[config.mk]
export PLATFORM = sky130hd
export DESIGN_NAME = thermal_event_cmp
export DESIGN_NICKNAME = d
export VERILOG_FILES = /design/src/rtl/thr_pkg.sv /design/src/rtl/thr_regs.sv /design/src/rtl/thr_hyst_flag.sv /design/src/rtl/thr_event_ctrl.sv /design/src/rtl/thermal_event_cmp.sv
export SDC_FILE = /design/constraint.sdc
export NUM_CORES = 1
export LEC_CHECK = 0
export ABC_CLOCK_PERIOD_IN_PS = 5700
export BUFFER_PORTS_ARGS = -buffer_cell sky130_fd_sc_hd__buf_2
export CAP_MARGIN = 5
export CORE_MARGIN = 4
export CORE_UTILIZATION = 39
export CTS_BUF_LIST = sky130_fd_sc_hd__clkbuf_16
export DETAILED_ROUTE_END_ITERATION = 6
export SETUP_SLACK_MARGIN = 0.02
export SLEW_MARGIN = 20
export SYNTH_ARGS = -nofsm -noshare
export SYNTH_HDL_FRONTEND = slang
export SYNTH_SLANG_ARGS = --single-unit
[constraint.sdc]
create_clock -name clk -period 5.7 [get_ports clk]
set_clock_uncertainty 0.1 [all_clocks]
set_input_delay 0.57 -clock clk [delete_from_list [all_inputs] [get_ports clk]]
set_output_delay 0.57 -clock clk [all_outputs]
set_load 0.1 [all_outputs]
[src/rtl/thr_pkg.sv]
package thr_pkg;
    localparam int ADDR_W = 3;

    localparam logic [ADDR_W-1:0] A_CFG  = 3'd0;
    localparam logic [ADDR_W-1:0] A_UP   = 3'd1;
    localparam logic [ADDR_W-1:0] A_LO   = 3'd2;
    localparam logic [ADDR_W-1:0] A_CR   = 3'd3;
    localparam logic [ADDR_W-1:0] A_RES  = 3'd4;
    localparam logic [ADDR_W-1:0] A_TEMP = 3'd5;

    // configuration bit positions
    localparam int B_MODE  = 0;
    localparam int B_CONLY = 2;
    localparam int B_EN    = 3;
    localparam int B_STAT  = 4;
    localparam int B_CLR   = 5;
    localparam int B_WLOCK = 6;
    localparam int B_CLOCK = 7;
    localparam int B_HYST  = 9;

    localparam logic [1:0] RES_RESET = 2'd1;

    typedef struct packed {
        logic [1:0] hyst;
        logic       clock;
        logic       wlock;
        logic       en;
        logic       conly;
        logic       mode;
    } cfg_t;
endpackage

[src/rtl/thr_regs.sv]
module thr_regs
    import thr_pkg::*;
#(
    parameter int TEMP_W = 13,
    parameter int FRAC_W = 4,
    parameter int REG_W  = 16
) (
    input  logic                     clk,
    input  logic                     rst_n,
    input  logic                     wr_en,
    input  logic [ADDR_W-1:0]        wr_addr,
    input  logic [REG_W-1:0]         wr_data,
    output cfg_t                     cfg_d,
    output cfg_t                     cfg_q,
    output logic signed [TEMP_W-1:0] up_d,
    output logic signed [TEMP_W-1:0] lo_d,
    output logic signed [TEMP_W-1:0] cr_d,
    output logic signed [TEMP_W-1:0] up_q,
    output logic signed [TEMP_W-1:0] lo_q,
    output logic signed [TEMP_W-1:0] cr_q,
    output logic [1:0]               res_d,
    output logic [1:0]               res_q,
    output logic                     clr_pulse
);
    localparam int GRAIN_Z = FRAC_W - 2;
    localparam logic [TEMP_W-1:0] LIM_MASK = {{(TEMP_W-GRAIN_Z){1'b1}}, {GRAIN_Z{1'b0}}};

    typedef struct packed {
        cfg_t                     cfg;
        logic signed [TEMP_W-1:0] up;
        logic signed [TEMP_W-1:0] lo;
        logic signed [TEMP_W-1:0] cr;
        logic [1:0]               res;
    } st_t;

    st_t s_d, s_q;
    logic [TEMP_W-1:0] lim_w;

    always_comb begin
        s_d       = s_q;
        clr_pulse = 1'b0;
        lim_w     = wr_data[TEMP_W-1:0] & LIM_MASK;
        if (wr_en) begin
            case (wr_addr)
                A_CFG: begin
                    s_d.cfg.mode  = wr_data[B_MODE];
                    s_d.cfg.conly = wr_data[B_CONLY];
                    s_d.cfg.en    = wr_data[B_EN];
                    s_d.cfg.wlock = s_q.cfg.wlock | wr_data[B_WLOCK];
                    s_d.cfg.clock = s_q.cfg.clock | wr_data[B_CLOCK];
                    s_d.cfg.hyst  = wr_data[B_HYST+1:B_HYST];
                    clr_pulse     = wr_data[B_CLR];
                end
                A_UP:  if (!s_q.cfg.wlock) s_d.up = $signed(lim_w);
                A_LO:  if (!s_q.cfg.wlock) s_d.lo = $signed(lim_w);
                A_CR:  if (!s_q.cfg.clock) s_d.cr = $signed(lim_w);
                A_RES: s_d.res = wr_data[1:0];
                default: ;
            endcase
        end
    end

    always_ff @(posedge clk or negedge rst_n) begin
        if (!rst_n) begin
            s_q     <= '0;
            s_q.res <= RES_RESET;
        end else begin
            s_q <= s_d;
        end
    end

    assign cfg_d = s_d.cfg;
    assign cfg_q = s_q.cfg;
    assign up_d  = s_d.up;
    assign lo_d  = s_d.lo;
    assign cr_d  = s_d.cr;
    assign up_q  = s_q.up;
    assign lo_q  = s_q.lo;
    assign cr_q  = s_q.cr;
    assign res_d = s_d.res;
    assign res_q = s_q.res;
endmodule

[src/rtl/thr_hyst_flag.sv]
module thr_hyst_flag #(
    parameter int EW    = 15,
    parameter bit ABOVE = 1'b1
) (
    input  logic                 clk,
    input  logic                 rst_n,
    input  logic                 valid,
    input  logic signed [EW-1:0] temp,
    input  logic signed [EW-1:0] limit,
    input  logic signed [EW-1:0] hyst,
    output logic                 flag_d,
    output logic                 flag_q
);
    logic set_c, rel_c;

    generate
        if (ABOVE) begin : g_above
            always_comb begin
                set_c = temp > limit;
                rel_c = temp <= (limit - hyst);
            end
        end else begin : g_below
            always_comb begin
                set_c = temp < limit;
                rel_c = temp >= (limit + hyst);
            end
        end
    endgenerate

    always_comb begin
        flag_d = flag_q;
        if (valid) begin
            if (set_c)      flag_d = 1'b1;
            else if (rel_c) flag_d = 1'b0;
        end
    end

    always_ff @(posedge clk or negedge rst_n) begin
        if (!rst_n) flag_q <= 1'b0;
        else        flag_q <= flag_d;
    end
endmodule

[src/rtl/thr_event_ctrl.sv]
module thr_event_ctrl
    import thr_pkg::*;
(
    input  logic clk,
    input  logic rst_n,
    input  cfg_t cfg_d,
    input  logic clr,
    input  logic hi_d,
    input  logic lo_d,
    input  logic cr_d,
    output logic active_q,
    output logic latch_q,
    output logic event_n
);
    typedef struct packed {
        logic win;
        logic latch;
        logic active;
        logic evn;
    } st_t;

    st_t s_d, s_q;
    logic rise;

    always_comb begin
        s_d     = s_q;
        s_d.win = hi_d | lo_d;
        rise    = s_d.win & ~s_q.win;
        if (cfg_d.mode) begin
            s_d.latch  = (s_q.latch & ~clr) | (rise & ~cfg_d.conly);
            s_d.active = s_d.latch | cr_d;
        end else begin
            s_d.latch  = 1'b0;
            s_d.active = cr_d | (~cfg_d.conly & s_d.win);
        end
        s_d.evn = ~(s_d.active & cfg_d.en);
    end

    always_ff @(posedge clk or negedge rst_n) begin
        if (!rst_n) begin
            s_q     <= '0;
            s_q.evn <= 1'b1;
        end else begin
            s_q <= s_d;
        end
    end

    assign active_q = s_q.active;
    assign latch_q  = s_q.latch;
    assign event_n  = s_q.evn;
endmodule

[src/rtl/thermal_event_cmp.sv]
module thermal_event_cmp
    import thr_pkg::*;
#(
    parameter int TEMP_W = 13,
    parameter int FRAC_W = 4,
    parameter int REG_W  = 16
) (
    input  logic              clk,
    input  logic              rst_n,
    input  logic              sample_valid,
    input  logic [TEMP_W-1:0] sample,
    input  logic              wr_en,
    input  logic [ADDR_W-1:0] wr_addr,
    input  logic [REG_W-1:0]  wr_data,
    input  logic [ADDR_W-1:0] rd_addr,
    output logic [REG_W-1:0]  rd_data,
    output logic              event_n
);
    localparam int EW = TEMP_W + 2;

    cfg_t cfg_d, cfg_q;
    logic signed [TEMP_W-1:0] up_d, lo_d, cr_d, up_q, lo_q, cr_q;
    logic [1:0] res_d, res_q;
    logic clr_pulse;

    thr_regs #(.TEMP_W(TEMP_W), .FRAC_W(FRAC_W), .REG_W(REG_W)) u_regs (
        .clk(clk), .rst_n(rst_n), .wr_en(wr_en), .wr_addr(wr_addr), .wr_data(wr_data),
        .cfg_d(cfg_d), .cfg_q(cfg_q), .up_d(up_d), .lo_d(lo_d), .cr_d(cr_d),
        .up_q(up_q), .lo_q(lo_q), .cr_q(cr_q), .res_d(res_d), .res_q(res_q),
        .clr_pulse(clr_pulse)
    );

    // sample store with resolution masking
    typedef struct packed {
        logic signed [TEMP_W-1:0] temp;
    } ts_t;
    ts_t t_d, t_q;
    logic [TEMP_W-1:0] keep_mask;
    logic [TEMP_W-1:0] masked;

    always_comb begin
        keep_mask = ~((TEMP_W'(1) << (FRAC_W - 1 - int'(res_d))) - TEMP_W'(1));
        masked    = sample & keep_mask;
        t_d       = t_q;
        if (sample_valid) t_d.temp = $signed(masked);
    end

    always_ff @(posedge clk or negedge rst_n) begin
        if (!rst_n) t_q <= '0;
        else        t_q <= t_d;
    end

    function automatic logic signed [EW-1:0] hyst_amt(input logic [1:0] sel);
        if (sel == 2'd0) return '0;
        return $signed(EW'(3) << (FRAC_W - 2 + int'(sel)));
    endfunction

    logic signed [EW-1:0] t_ext, up_ext, lo_ext, cr_ext, h_ext;
    assign t_ext  = EW'($signed(masked));
    assign up_ext = EW'(up_d);
    assign lo_ext = EW'(lo_d);
    assign cr_ext = EW'(cr_d);
    assign h_ext  = hyst_amt(cfg_d.hyst);

    logic hif_d, hif_q, lof_d, lof_q, crf_d, crf_q;

    thr_hyst_flag #(.EW(EW), .ABOVE(1'b1)) u_hi (
        .clk(clk), .rst_n(rst_n), .valid(sample_valid), .temp(t_ext),
        .limit(up_ext), .hyst(h_ext), .flag_d(hif_d), .flag_q(hif_q)
    );
    thr_hyst_flag #(.EW(EW), .ABOVE(1'b0)) u_lo (
        .clk(clk), .rst_n(rst_n), .valid(sample_valid), .temp(t_ext),
        .limit(lo_ext), .hyst(h_ext), .flag_d(lof_d), .flag_q(lof_q)
    );
    thr_hyst_flag #(.EW(EW), .ABOVE(1'b1)) u_cr (
        .clk(clk), .rst_n(rst_n), .valid(sample_valid), .temp(t_ext),
        .limit(cr_ext), .hyst(h_ext), .flag_d(crf_d), .flag_q(crf_q)
    );

    logic active_q, latch_q;

    thr_event_ctrl u_evt (
        .clk(clk), .rst_n(rst_n), .cfg_d(cfg_d), .clr(clr_pulse),
        .hi_d(hif_d), .lo_d(lof_d), .cr_d(crf_d),
        .active_q(active_q), .latch_q(latch_q), .event_n(event_n)
    );

    // readback
    always_comb begin
        rd_data = '0;
        case (rd_addr)
            A_CFG: begin
                rd_data[B_MODE]            = cfg_q.mode;
                rd_data[B_CONLY]           = cfg_q.conly;
                rd_data[B_EN]              = cfg_q.en;
                rd_data[B_STAT]            = active_q;
                rd_data[B_WLOCK]           = cfg_q.wlock;
                rd_data[B_CLOCK]           = cfg_q.clock;
                rd_data[B_HYST+1:B_HYST]   = cfg_q.hyst;
            end
            A_UP:   rd_data = REG_W'(up_q);
            A_LO:   rd_data = REG_W'(lo_q);
            A_CR:   rd_data = REG_W'(cr_q);
            A_RES:  rd_data = REG_W'(res_q);
            A_TEMP: rd_data = REG_W'(t_q.temp);
            default: rd_data = '0;
        endcase
    end
endmodule

**Word-level counts from Yosys, hierarchy flattened**

Cells that the tools add are included.

- Bits in registers: 68
- Word-level logic and storage cells: 94
- Output and inout bits: 17

- Bitwise operators: 17
- $lt $le $gt $ge: 6
- Reduce and logical (&&, ||, !) cells: 4
- Shift operators: 2
- Equality and inequality tests: 9
- $add $sub $neg: 6
- Mux-type cells: 32

Operators by type and width:

| cell | count |
|---|---|
| $mux W13 | 6 |
| $mux W48 | 1 |
| $shl A1 B32 Y13 const A | 1 |
| $le A13 B15 Y1 | 2 |
| $mux W15 | 2 |
| $sub A13 B15 Y15 | 2 |
| $gt A13 B13 Y1 | 2 |
| $pmux W2 S5 | 2 |
| $pmux W5 S4 | 1 |
| $add A13 B15 Y15 | 1 |
| $ge A13 B15 Y1 | 1 |
| $pmux W3 S5 | 1 |
| $shl A2 B3 Y15 const A | 1 |
| $and A13 B13 Y13 | 1 |
| $lt A13 B13 Y1 | 1 |
| $not A13 Y13 | 1 |
| $sub A13 B2 Y13 const B | 1 |
| $eq A3 B2 Y1 const B | 4 |
| $mux W1 | 12 |
| $eq A3 B3 Y1 const B | 3 |
| $pmux W1 S4 | 2 |
| $mux W7 | 1 |
| $eq A3 B1 Y1 const B | 2 |
| $logic_not A3 Y1 | 2 |
| 10 further kinds | 23 |

**Logic depth before layout (Yosys ltp)**

Gate-level depths: netlist of the first run.

- Depth after elaboration: 20
- Depth in mapped cells: 23
- Mapped depth without buffers: 23

**Cells and area by module**

Synthesis of the first run repeated with hierarchy kept, for this count alone.

- Cells, all modules: 815
- Area total of the unflattened synthesis: 7,558.5 µm²

By module, submodules not included:

| module | area an instance (µm²) | sequential area each (µm²) | times used | cells an instance |
|---|---|---|---|---|
| thr_hyst_flag (u_cr ...) | 1,451.4 | 25.0 | 2 | 189 |
| thr_regs | 1,828.0 | 1,202.4 | 1 | 110 |
| thr_hyst_flag (u_lo) | 1,370.1 | 25.0 | 1 | 181 |
| thermal_event_cmp | 1,301.2 | 325.3 | 1 | 133 |
| thr_event_ctrl | 156.4 | 101.3 | 1 | 13 |

**Worst setup path before layout of the first run**

OpenSTA, ideal clock, no wires.

- Path kind: input-to-reg
- Start point: input wr_addr[1]
- End point: register u_evt.s_q (netlist bit u_evt.active_q)
- Library setup time: 134 ps
- Stages: 22
- Arrival: 5,461 ps
- Slack: 5 ps
- Path through: nor4b_2 -> mux2_2 -> inv_1 -> ha_1 -> nand2b_1 -> nor2_1 -> ha_1 -> nor4bb_1 -> a211oi_1 -> a31o_2 -> a21o_1 -> a21oi_1 -> nand3_1 -> xnor2_1 -> ha_1 -> nand4_1 -> or3b_2 -> o32ai_1 -> nand2_1 -> a32o_1 -> a2111oi_4 -> o21bai_1

RTL lines:

| what | line | RTL |
|---|---|---|
| start, declared | thermal_event_cmp.sv:13 | `input logic [ADDR_W-1:0] wr_addr,` |
| end, declared | thr_event_ctrl.sv:22 | `st_t s_d, s_q;` |

==> results.cfg, run 1 <==
[run_status]
status = completed

[drt]
drt_drc_violations_left = 0
drt_antenna_net_count = 0
route.vias.total = 5554
post_drt_via_cell_ratio = 5.56
average_wire_length_per_cell_after_detail_routing_um = 18.8
wirelength_mm = 18.8
drt-pass1-iter-count = 4
detail_route.iter0.violations = 403

[place]
finalWeightedCongestion = 0.877
place.port_buffers = 52
dpl.hpwl_mm = 15.0

[finish]
num-nets-final = 926
final_core_utilization = 0.468
syn_to_final_growth_pct = 16.9
num_antenna_cells = 0
ratio_of_cells_with_drive_above_1_in_the_final_layout = 0.212
fillers = 1597

[sta]
rsz_0062_raised_after_global_routing = false
fmax_mhz = 185
slew_headroom = 0.379
layout_min_cycle_time_ns = 5.41
slew_limit_fails = 0
setup_viol = 0
hold_violations = 0
max_slew.worst_pin.slew_ns = 0.931
finalCritPeriodShare = 0.949

[floorplan]
placement_rows = 46
die-height_um = 136
initial_utilization = 0.400
die-width_um = 136
fp.dieArea_um2 = 18500
coreArea_um2 = 16000
design.portCount = 56

[min_path]
worstHoldPathType = in2async

[logic_synthesis]
ys_top_cells_by_area = sky130_fd_sc_hd__dfrtp_1 (26%), sky130_fd_sc_hd__ha_1 (21%), sky130_fd_sc_hd__mux2_2 (6.0%)
synth_cells = 699
postSynth.asyncResetShare = 1.00
synth.yosys.warnings = 0
synth_nets = 847
syn_avg_cell_area_um2 = 9.16
syn-cell-area_um2 = 6400
synth_edf_count = 0
synthDominantAreaCellType = sky130_fd_sc_hd__dfrtp_1
count_of_unique_library_cells_instantiated_by_yosys = 62
synthDominantCellAreaShare = 0.258
seq_area_frac_synth = 0.266
post_synthesis_register_bit_count = 68
postSynth.topFlopCell = sky130_fd_sc_hd__dfrtp_1

[setup_path]
kind_of_start_point_of_the_critical_path = primary input
critical_path_class = in2reg
regToRegSetupSlack_ns = 0.53
cp-end-kind = flop
critPathMaxFanout = 4
cp_data_required_time_ns = 5.87
cp.arrival_ns = 5.58

[power_and_ir_drop]
total_chip_power_w = 0.00333
p_leak_nw = 3.75
power.ir.vdd_worst_uv = 202
pwr_density_cell_nw_per_um2 = 445

[global_route]
antenna_found_initial = 0
first_pass_grt_wire_length_mm = 30.0
grt_pass1_vias = 5811
groute.usage.overall = 0.211
grt_remaining_overflow = 0
grt_max_degree = 69

[clock_tree]
cts_tree = yes
cts_max_level = 3
tritoncts_num_sinks = 68
clk_path_buf_depth = 2
clk-insertion-delay-late_ns = 0.35
cts_root_buf = sky130_fd_sc_hd__clkbuf_16
clk_pin_slew_worst_paths_ns = 0.06
cts_made_buffers = 9

[flow_run]
drv.max_cap_violation_count = 0
final timing paths:
| check | start | to | depth (start not counted) |
|---|---|---|---|
| max | wr_addr[1] | u_evt.event_n$_DFF_PN1_ | 23 |
| min | rst_n | t_q[3]$_DFFE_PN0P_ | 1 |
| max reg2reg | u_regs.cfg_q[3]$_DFFE_PN0P_ | u_evt.event_n$_DFF_PN1_ | 21 |
| min reg2reg | u_evt.s_q[3]$_DFF_PN0_ | u_evt.latch_q$_DFF_PN0_ | 1 |
| max in group asynchronous | rst_n | u_regs.up_q[10]$_DFF_PN0_ | 1 |
| min in group clk | u_evt.s_q[3]$_DFF_PN0_ | u_evt.latch_q$_DFF_PN0_ | 1 |
kinds of logic after synthesis:
family                   Yosys count  share of synthesized area
buffers and inverters             89                     0.0541
AND/OR/NAND/NOR                  187                      0.151
adder cells (fa/ha/maj)          109                      0.213
flip-flops                        68                      0.266
XOR/XNOR                          32                     0.0438
AO/OA/AOI/OAI                    140                      0.147
multiplexers                      74                      0.125
synth_stat cells (all sizes together), types with 10 or more instances:
cell,number
nor2,30
o21ai,32
and2,11
nor2b,10
mux2i,38
a21oi,35
clkbuf,14
mux2,35
ha,109
inv,68
a21o,16
nand2,55
dfrtp,66
nor3,11
xnor2,27
nand4,13
nand3,20
nand2b,10
power breakdown:
part | leakage (nW) | internal [W] | total, W | switching (W)
clock | 0.152 | 0.000330 | 0.000544 | 0.000214
combinational | 2.78 | 0.000867 | 0.00210 | 0.00123
sequential | 0.820 | 0.000617 | 0.000691 | 0.0000742
cell usage in the layout, fill, tap and decap left out, drive strengths merged, types with 27 or more instances in the layout:
cell	n
buf	89
inv	72
mux2	35
nor2	30
o21ai	32
xnor2	27
ha	109
nand2	55
a21oi	35
dfrtp	66
mux2i	38
worst max-delay path, cell delays in order:
cell	delay, ns
sky130_fd_sc_hd__buf_2	0.12
sky130_fd_sc_hd__nor4b_4	0.26
sky130_fd_sc_hd__buf_4	0.19
sky130_fd_sc_hd__mux2_2	0.36
sky130_fd_sc_hd__buf_4	0.15
sky130_fd_sc_hd__ha_1	0.33
sky130_fd_sc_hd__inv_1	0.14
sky130_fd_sc_hd__ha_1	0.30
sky130_fd_sc_hd__a21o_1	0.17
sky130_fd_sc_hd__a31o_2	0.23
sky130_fd_sc_hd__a21o_1	0.21
sky130_fd_sc_hd__a21oi_2	0.16
sky130_fd_sc_hd__nand3_1	0.11
sky130_fd_sc_hd__xnor2_1	0.15
sky130_fd_sc_hd__ha_1	0.29
sky130_fd_sc_hd__nand4_1	0.12
sky130_fd_sc_hd__or3b_2	0.50
sky130_fd_sc_hd__o32ai_2	0.26
sky130_fd_sc_hd__nand2_1	0.09
sky130_fd_sc_hd__a32o_2	0.32
sky130_fd_sc_hd__a2111oi_4	0.21
sky130_fd_sc_hd__buf_4	0.21
sky130_fd_sc_hd__a2bb2oi_2	0.13
stage by stage:
| step | area [µm²] | hold WS [ns] | cells | TNS (ns) | setup slack, ns |
|---|---|---|---|---|---|
| after floorplan | 6410 | 0.174 | 699 | 0 | 0.188 |
| after global placement | 7110 | 0.344 | 981 | -0.405 | -0.114 |
| after detailed placement | 7110 | 0.354 | 981 | -0.979 | -0.258 |
| after CTS | 7390 | 0.308 | 997 | 0 | 0.0259 |
| after global routing | 7480 | 0.343 | 999 | 0 | 0.0224 |
| final | 7480 | 0.255 | 999 | 0 | 0.290 |
flip-flops by register name (all words and copies together) (netlist names):
| register | cells |
|---|---|
| t_q | 13 |
| u_regs.cr_q | 13 |
| u_regs.lo_q | 13 |
| u_regs.up_q | 13 |
| u_regs.cfg_q | 7 |
| u_regs.res_q | 2 |
| u_cr.flag_q | 1 |
| u_evt.active_q | 1 |
| u_evt.event_n | 1 |
| u_evt.latch_q | 1 |
| u_evt.s_q | 1 |
| u_hi.flag_q | 1 |
| u_lo.flag_q | 1 |
final cells by class:
type / instances / area (µm²) / share of cell area
sequential: 68 / 1700 / 0.228
clock buffer: 9 / 225 / 0.0301
timing repair buffer: 89 / 541 / 0.0723
tap: 216 / 270 / 0.0361
clock inverter: 7 / 53.8 / 0.00719
inverter: 68 / 255 / 0.0341
multi-input combinational: 542 / 4430 / 0.592
per-layer routing:
metal / global-route usage / up-vias / wire (µm)
li1: - / 2669 / -
met1: 0.271 / 2740 / 8580
met2: 0.357 / 109 / 9030
met3: 0.0281 / 36 / 560
met4: 0.0901 / 0 / 597
met5: 0 / - / 0
repair_timing:
action / CTS / global route
setup endpoints to repair: 0 / 4
buffers inserted: 0 / 2
hold buffers: 0 / 0
resized for setup: 0 / 20
Note: power is estimated with default switching activity, not from simulation.
==> inputs of run 2 (changes only) <==
- RECOVER_POWER: unset -> 50
==> run 2 against run 1 <==
The run now ends with max-capacitance violations, max-slew violations left. Wire length hardly changed. Core utilization about the same. Hold slack better by 0.12 ns. Register-to-register slack about the same. Total power is essentially flat. Sequential cell count unchanged. Sequential power is essentially flat. Clock power about the same. Count of clock-buffer cells in the layout unchanged. Critical path depth stayed put. Via count about the same. Final cell count is the same. Critical path type unchanged. Critical endpoint unchanged.
==> results.cfg, run 2 (synthesis gave the netlist of run 1 again) <==
[place]
place.detailed.instances = 981
finalWeightedCongestion = 0.877
place.port_buffers = 52
dpl.hpwl_mm = 15.0

[drt]
route.vias.total = 5558
drt_drc_violations_left = 0
drt_antenna_net_count = 0
post_drt_via_cell_ratio = 5.56
detail_route.iter0.violations = 406
average_wire_length_per_cell_after_detail_routing_um = 18.8
drt-pass1-iter-count = 4
wirelength_mm = 18.8

[finish]
num-nets-final = 926
final_core_utilization = 0.467
fillers = 1599
num_antenna_cells = 0
ratio_of_cells_with_drive_above_1_in_the_final_layout = 0.211
mostFrequentLayoutCell = sky130_fd_sc_hd__ha_1
instances_no_fill = 999
mostFrequentLayoutCells = sky130_fd_sc_hd__ha_1 (107), sky130_fd_sc_hd__inv_1 (71), sky130_fd_sc_hd__dfrtp_1 (66), sky130_fd_sc_hd__nand2_1 (55), sky130_fd_sc_hd__buf_2 (51)
syn_to_final_growth_pct = 16.8

[power_and_ir_drop]
pwr_density_cell_nw_per_um2 = 446
p_leak_nw = 3.74
comb_power_share = 0.629
power.ir.vdd_worst_uv = 202
share_seq_of_total_power = 0.208
p_sw_w = 0.00152
power.internal_w = 0.00181
clkPwrFrac = 0.163
switch_share = 0.456

[setup_path]
regToRegSetupSlack_ns = 0.53
timing.critical_path.to = u_evt.event_n$_DFF_PN1_
critical_path_class = in2reg
timing.critical_path.cells = buf_2, nor4b_4, buf_4, mux2_2, buf_4, ha_1, inv_1, ha_1, a21o_1, a31o_2, a21o_1, a21oi_2, nand3_1, xnor2_1, ha_1, nand4_1, or3b_2, o32ai_2, nand2_1, a32o_2, a2111oi_4, buf_4, a2bb2oi_2
startpoint = wr_addr[1]
cp.arrival_ns = 5.58
cp-end-kind = flop
cpPeakStageDelay_ns = 0.50
worst_r2r_path_depth = 21
critPathMaxFanout = 4
rr_startpoint = u_regs.cfg_q[3]$_DFFE_PN0P_
cp_data_required_time_ns = 5.87
kind_of_start_point_of_the_critical_path = primary input
cell_with_the_biggest_individual_delay_on_the_critical_path = sky130_fd_sc_hd__or3b_2
end_of_the_worst_register_to_register_path = u_evt.event_n$_DFF_PN1_

[clock_tree]
tritoncts_num_sinks = 68
cts_max_level = 3
clk-insertion-delay-late_ns = 0.35
cts_root_buf = sky130_fd_sc_hd__clkbuf_16
clk_path_buf_depth = 2
cts_tree = yes
clk_pin_slew_worst_paths_ns = 0.05
cts_made_buffers = 9

[global_route]
grt_max_degree = 69
grt_remaining_overflow = 0
groute.usage.overall = 0.211
first_pass_grt_wire_length_mm = 30.0
grt_pass1_vias = 5811
antenna_found_initial = 0

[sta]
rsz_0062_raised_after_global_routing = false
setup_viol = 0
slew_headroom = -1.59
layout_min_cycle_time_ns = 5.41
max_slew.worst_pin.slew_ns = 3.88
finalCritPeriodShare = 0.949
fmax_mhz = 185
slew_limit_fails = 69
fin_worst_hold_slack_ns = 0.373
hold_violations = 0

[floorplan]
coreArea_um2 = 16000
design.portCount = 56
fp.dieArea_um2 = 18500
placement_rows = 46
initial_utilization = 0.400
die-width_um = 136
die-height_um = 136

[flow_run]
drv.max_cap_violation_count = 1

[min_path]
worstHoldPathType = reg2reg

[run_status]
violations_in_the_final_reports = max-capacitance violations, max-slew violations
status = finished with violations
## run 2: cell count changes in the layout (fill, tap and decap cells not counted), sizes merged
| cell | delta |
|---|---|
| buf | -1 |
| clkbuf | +1 |
## run 2: through the flow
step	area [µm²]	setup slack (ns)	TNS [ns]	total power, W
after floorplan	6410	0.188	0	0.00220
after global placement	7110	-0.114	-0.405	0.00266
after detailed placement	7110	-0.258	-0.979	0.00274
after CTS	7390	0.0259	0	0.00330
after global routing	7480	0.0224	0	0.00363
final	7480	0.290	0	0.00333
## run 2: worst max-delay path: cells and delay by family
family | cells | cell delay [ns]
compound gates | 8 | 1.69
simple gates | 5 | 1.08
fa+ha+maj | 3 | 0.92
buf+inv | 5 | 0.81
mux | 1 | 0.36
xor+xnor | 1 | 0.15
## run 2: how the worst min path moves through the flow
stage,startpoint,to,slack (ns),depth (start not counted)
finish,u_evt.s_q[3]$_DFF_PN0_,u_evt.latch_q$_DFF_PN0_,0.37,1
global route,u_evt.s_q[3]$_DFF_PN0_,u_evt.latch_q$_DFF_PN0_,0.41,1
CTS,rst_n,u_evt.s_q[3]$_DFF_PN0_,0.31,1
detailed placement,u_evt.s_q[3]$_DFF_PN0_,u_evt.latch_q$_DFF_PN0_,0.35,1
global placement,u_evt.s_q[3]$_DFF_PN0_,u_evt.latch_q$_DFF_PN0_,0.34,1
floorplan,rst_n,t_q[0]$_DFFE_PN0P_,0.17,0
## run 2: layer usage
layer	GRT usage	wire length (µm)
met1	0.271	8540
met2	0.357	9070
met3	0.0281	560
met4	0.0901	597
met5	0	0
## run 2: power groups by stage
stage	combinational, W	clock (W)	sequential (W)
finish	0.00210	0.000544	0.000692
global route	0.00235	0.000574	0.000707
CTS	0.00206	0.000551	0.000690
detailed placement	0.00204	0	0.000697
global placement	0.00197	0	0.000693
floorplan	0.00150	0	0.000698
## run 2: layout make-up
type                            instances  area (µm²)  share of cell area
Clock buffer                            9         225              0.0301
Clock inverter                          7        53.8             0.00720
Inverter                               68         255              0.0341
Multi-Input combinational cell        542        4430               0.593
Sequential cell                        68        1700               0.228
Tap cell                              216         270              0.0361
Timing Repair Buffer                   89         537              0.0718
## run 2: repair_timing
item,CTS,global route
gates resized for setup,0,20
hold buffers,0,0
setup buffers,0,2
setup endpoints to repair,0,4
==> inputs of run 3 (changes only) <==
- CORE_UTILIZATION: 39 -> 30
==> run 3 against run 2 <==
The flow still finishes with violations (max-capacitance violations, max-slew violations). Setup slack worse by 0.052 ns. Sequential share of layout area is 0.42 points lower. Die area is 28% higher. Clock power is 7.5% lower. Final cell count is 6.8% higher. Register-to-register slack better by 0.07 ns. Global-route usage is 5.2 points lower. Maximum frequency is 0.95% lower. Count of clock-buffer cells in the layout stayed put. First-iteration DRC count is 25% lower. Critical path depth stayed put. Critical path type unchanged.
==> results.cfg, run 3 (synthesis gave the netlist of run 1 again) <==
[drt]
drt_antenna_net_count = 0
drt-pass1-iter-count = 5
average_wire_length_per_cell_after_detail_routing_um = 17.8
detail_route.iter0.violations = 303
drt_drc_violations_left = 0
route.vias.total = 5458
wirelength_mm = 19.0
post_drt_via_cell_ratio = 5.12

[clock_tree]
clk-insertion-delay-late_ns = 0.33
clk_path_buf_depth = 2
cts_tree = yes
tritoncts_num_sinks = 68
clk_pin_slew_worst_paths_ns = 0.06
cts_made_buffers = 9
cts_max_level = 3
cts_root_buf = sky130_fd_sc_hd__clkbuf_16

[finish]
num_antenna_cells = 0
storage_element_area_um2 = 1700
num-nets-final = 935
fillers = 2109
mostFrequentLayoutCells = sky130_fd_sc_hd__ha_1 (106), sky130_fd_sc_hd__inv_1 (69), sky130_fd_sc_hd__dfrtp_1 (66), sky130_fd_sc_hd__nand2_1 (55), sky130_fd_sc_hd__buf_2 (52)
finalInstanceArea_um2 = 7620
mostFrequentLayoutCell = sky130_fd_sc_hd__ha_1
multiInputGateArea_um2 = 4440
syn_to_final_growth_pct = 19.0
ratio_of_cells_with_drive_above_1_in_the_final_layout = 0.217
instances_no_fill = 1067

[setup_path]
cp_data_required_time_ns = 5.82
cp-end-kind = flop
cp.arrival_ns = 5.58
kind_of_start_point_of_the_critical_path = primary input
critPathMaxFanout = 4
critical_path_class = in2reg

[global_route]
first_pass_grt_wire_length_mm = 29.9
grt_remaining_overflow = 0
use_met3 = 0.0186
grt_busiest_layer = met2
groute.usage.overall = 0.160
grt_pass1_vias = 5535
grt_max_degree = 69
antenna_found_initial = 0
grt_use_met1 = 0.216
groute.layer.met2.usage = 0.258

[sta]
fmax_mhz = 183
setup_viol = 0
layout_min_cycle_time_ns = 5.46
slew_limit_fails = 69
setup_total_negative_slack_ns = 0
slew_headroom = -1.59
fin_worst_hold_slack_ns = 0.361
hold_violations = 0
max_slew.worst_pin.slew_ns = 3.89
setup_slack_ns = 0.238
finalCritPeriodShare = 0.958

[run_status]
status = finished with violations
violations_in_the_final_reports = max-capacitance violations, max-slew violations

[min_path]
worstHoldPathType = reg2reg

[power_and_ir_drop]
pwr_density_cell_nw_per_um2 = 437
p_leak_nw = 3.77
power.ir.vdd_worst_uv = 181

[floorplan]
placement_rows = 53
die-height_um = 154
initial_utilization = 0.305
die-width_um = 154
fp.dieArea_um2 = 23700
design.portCount = 56
coreArea_um2 = 21000

[place]
dpl.hpwl_mm = 15.3
pre_cts_slack_ns = -0.267
place_area_um2 = 7270
place.detailed.instances = 1049
finalWeightedCongestion = 0.893
place.port_buffers = 52

[flow_run]
drv.max_cap_violation_count = 1
[run 3: cell count changes in the layout (fill, tap and decap cells not counted), sizes merged]
cell,previous run,this run
clkbuf,10,11
clkinvlp,0,2
inv,72,69
bufinv,1,0
buf,88,96
clkinv,2,4
[run 3: metal layers]
| layer | share of wire | vias to the layer above |
|---|---|---|
| li1 | - | 2689 |
| met1 | 0.46 | 2584 |
| met2 | 0.46 | 146 |
| met3 | 0.040 | 39 |
| met4 | 0.038 | 0 |
| met5 | 0 | - |
[run 3: power breakdown]
part           leakage (nW)  total (W)  internal (W)  switching [W]
clock network         0.125   0.000503      0.000287       0.000216
registers             0.820   0.000701      0.000617      0.0000833
logic                  2.82    0.00213      0.000899        0.00123
total                  3.77    0.00333       0.00180        0.00153
[run 3: per-stage QoR]
| step | utilization | total power (W) |
|---|---|---|
| after floorplan | - | 0.00220 |
| after global placement | 0.346 | 0.00274 |
| after detailed placement | 0.346 | 0.00278 |
| after CTS | 0.358 | 0.00330 |
| after global routing | 0.362 | 0.00363 |
| final | 0.362 | 0.00333 |
[run 3: final cells by class]
cell class                      count  area share
Clock buffer                        9      0.0296
Clock inverter                      7     0.00460
Inverter                           68      0.0335
Multi-Input combinational cell    542       0.583
Sequential cell                    68       0.224
Tap cell                          275      0.0452
Timing Repair Buffer               98      0.0802
[run 3: worst max-delay path, cell delays in order]
cell                        delay [ns]
sky130_fd_sc_hd__buf_2            0.12
sky130_fd_sc_hd__nor4b_4          0.42
sky130_fd_sc_hd__mux2_4           0.36
sky130_fd_sc_hd__buf_4            0.14
sky130_fd_sc_hd__buf_4            0.15
sky130_fd_sc_hd__ha_1             0.31
sky130_fd_sc_hd__inv_1            0.09
sky130_fd_sc_hd__ha_1             0.35
sky130_fd_sc_hd__a21o_1           0.18
sky130_fd_sc_hd__a31o_2           0.22
sky130_fd_sc_hd__a21o_1           0.20
sky130_fd_sc_hd__a21oi_2          0.17
sky130_fd_sc_hd__nand3_1          0.11
sky130_fd_sc_hd__xnor2_1          0.16
sky130_fd_sc_hd__ha_1             0.29
sky130_fd_sc_hd__nand4_1          0.10
sky130_fd_sc_hd__or3b_4           0.40
sky130_fd_sc_hd__o32ai_2          0.25
sky130_fd_sc_hd__nand2_1          0.08
sky130_fd_sc_hd__a32o_2           0.30
sky130_fd_sc_hd__a2111oi_4        0.37
sky130_fd_sc_hd__buf_12           0.16
sky130_fd_sc_hd__o21bai_1         0.07
[run 3: what timing repair did]
action                                  4_1_cts  5_1_grt
gates resized for setup                       0       23
buffers inserted                              0        2
endpoints found under the setup margin        0        4
hold buffers                                  0        0
[run 3: path summary, 6_finish.rpt]
check	cells after the start	to	slack, ns	startpoint
max	23	u_evt.active_q$_DFF_PN0_	0.24	wr_addr[2]
max reg2reg	21	u_evt.active_q$_DFF_PN0_	0.60	u_regs.cfg_q[3]$_DFFE_PN0P_
min reg2reg	1	u_evt.latch_q$_DFF_PN0_	0.36	u_evt.s_q[3]$_DFF_PN0_
max in group asynchronous	2	u_regs.cr_q[4]$_DFF_PN0_	1.73	rst_n
min	1	u_evt.latch_q$_DFF_PN0_	0.36	u_evt.s_q[3]$_DFF_PN0_
min in group asynchronous	2	u_regs.cr_q[12]$_DFF_PN0_	1.59	rst_n
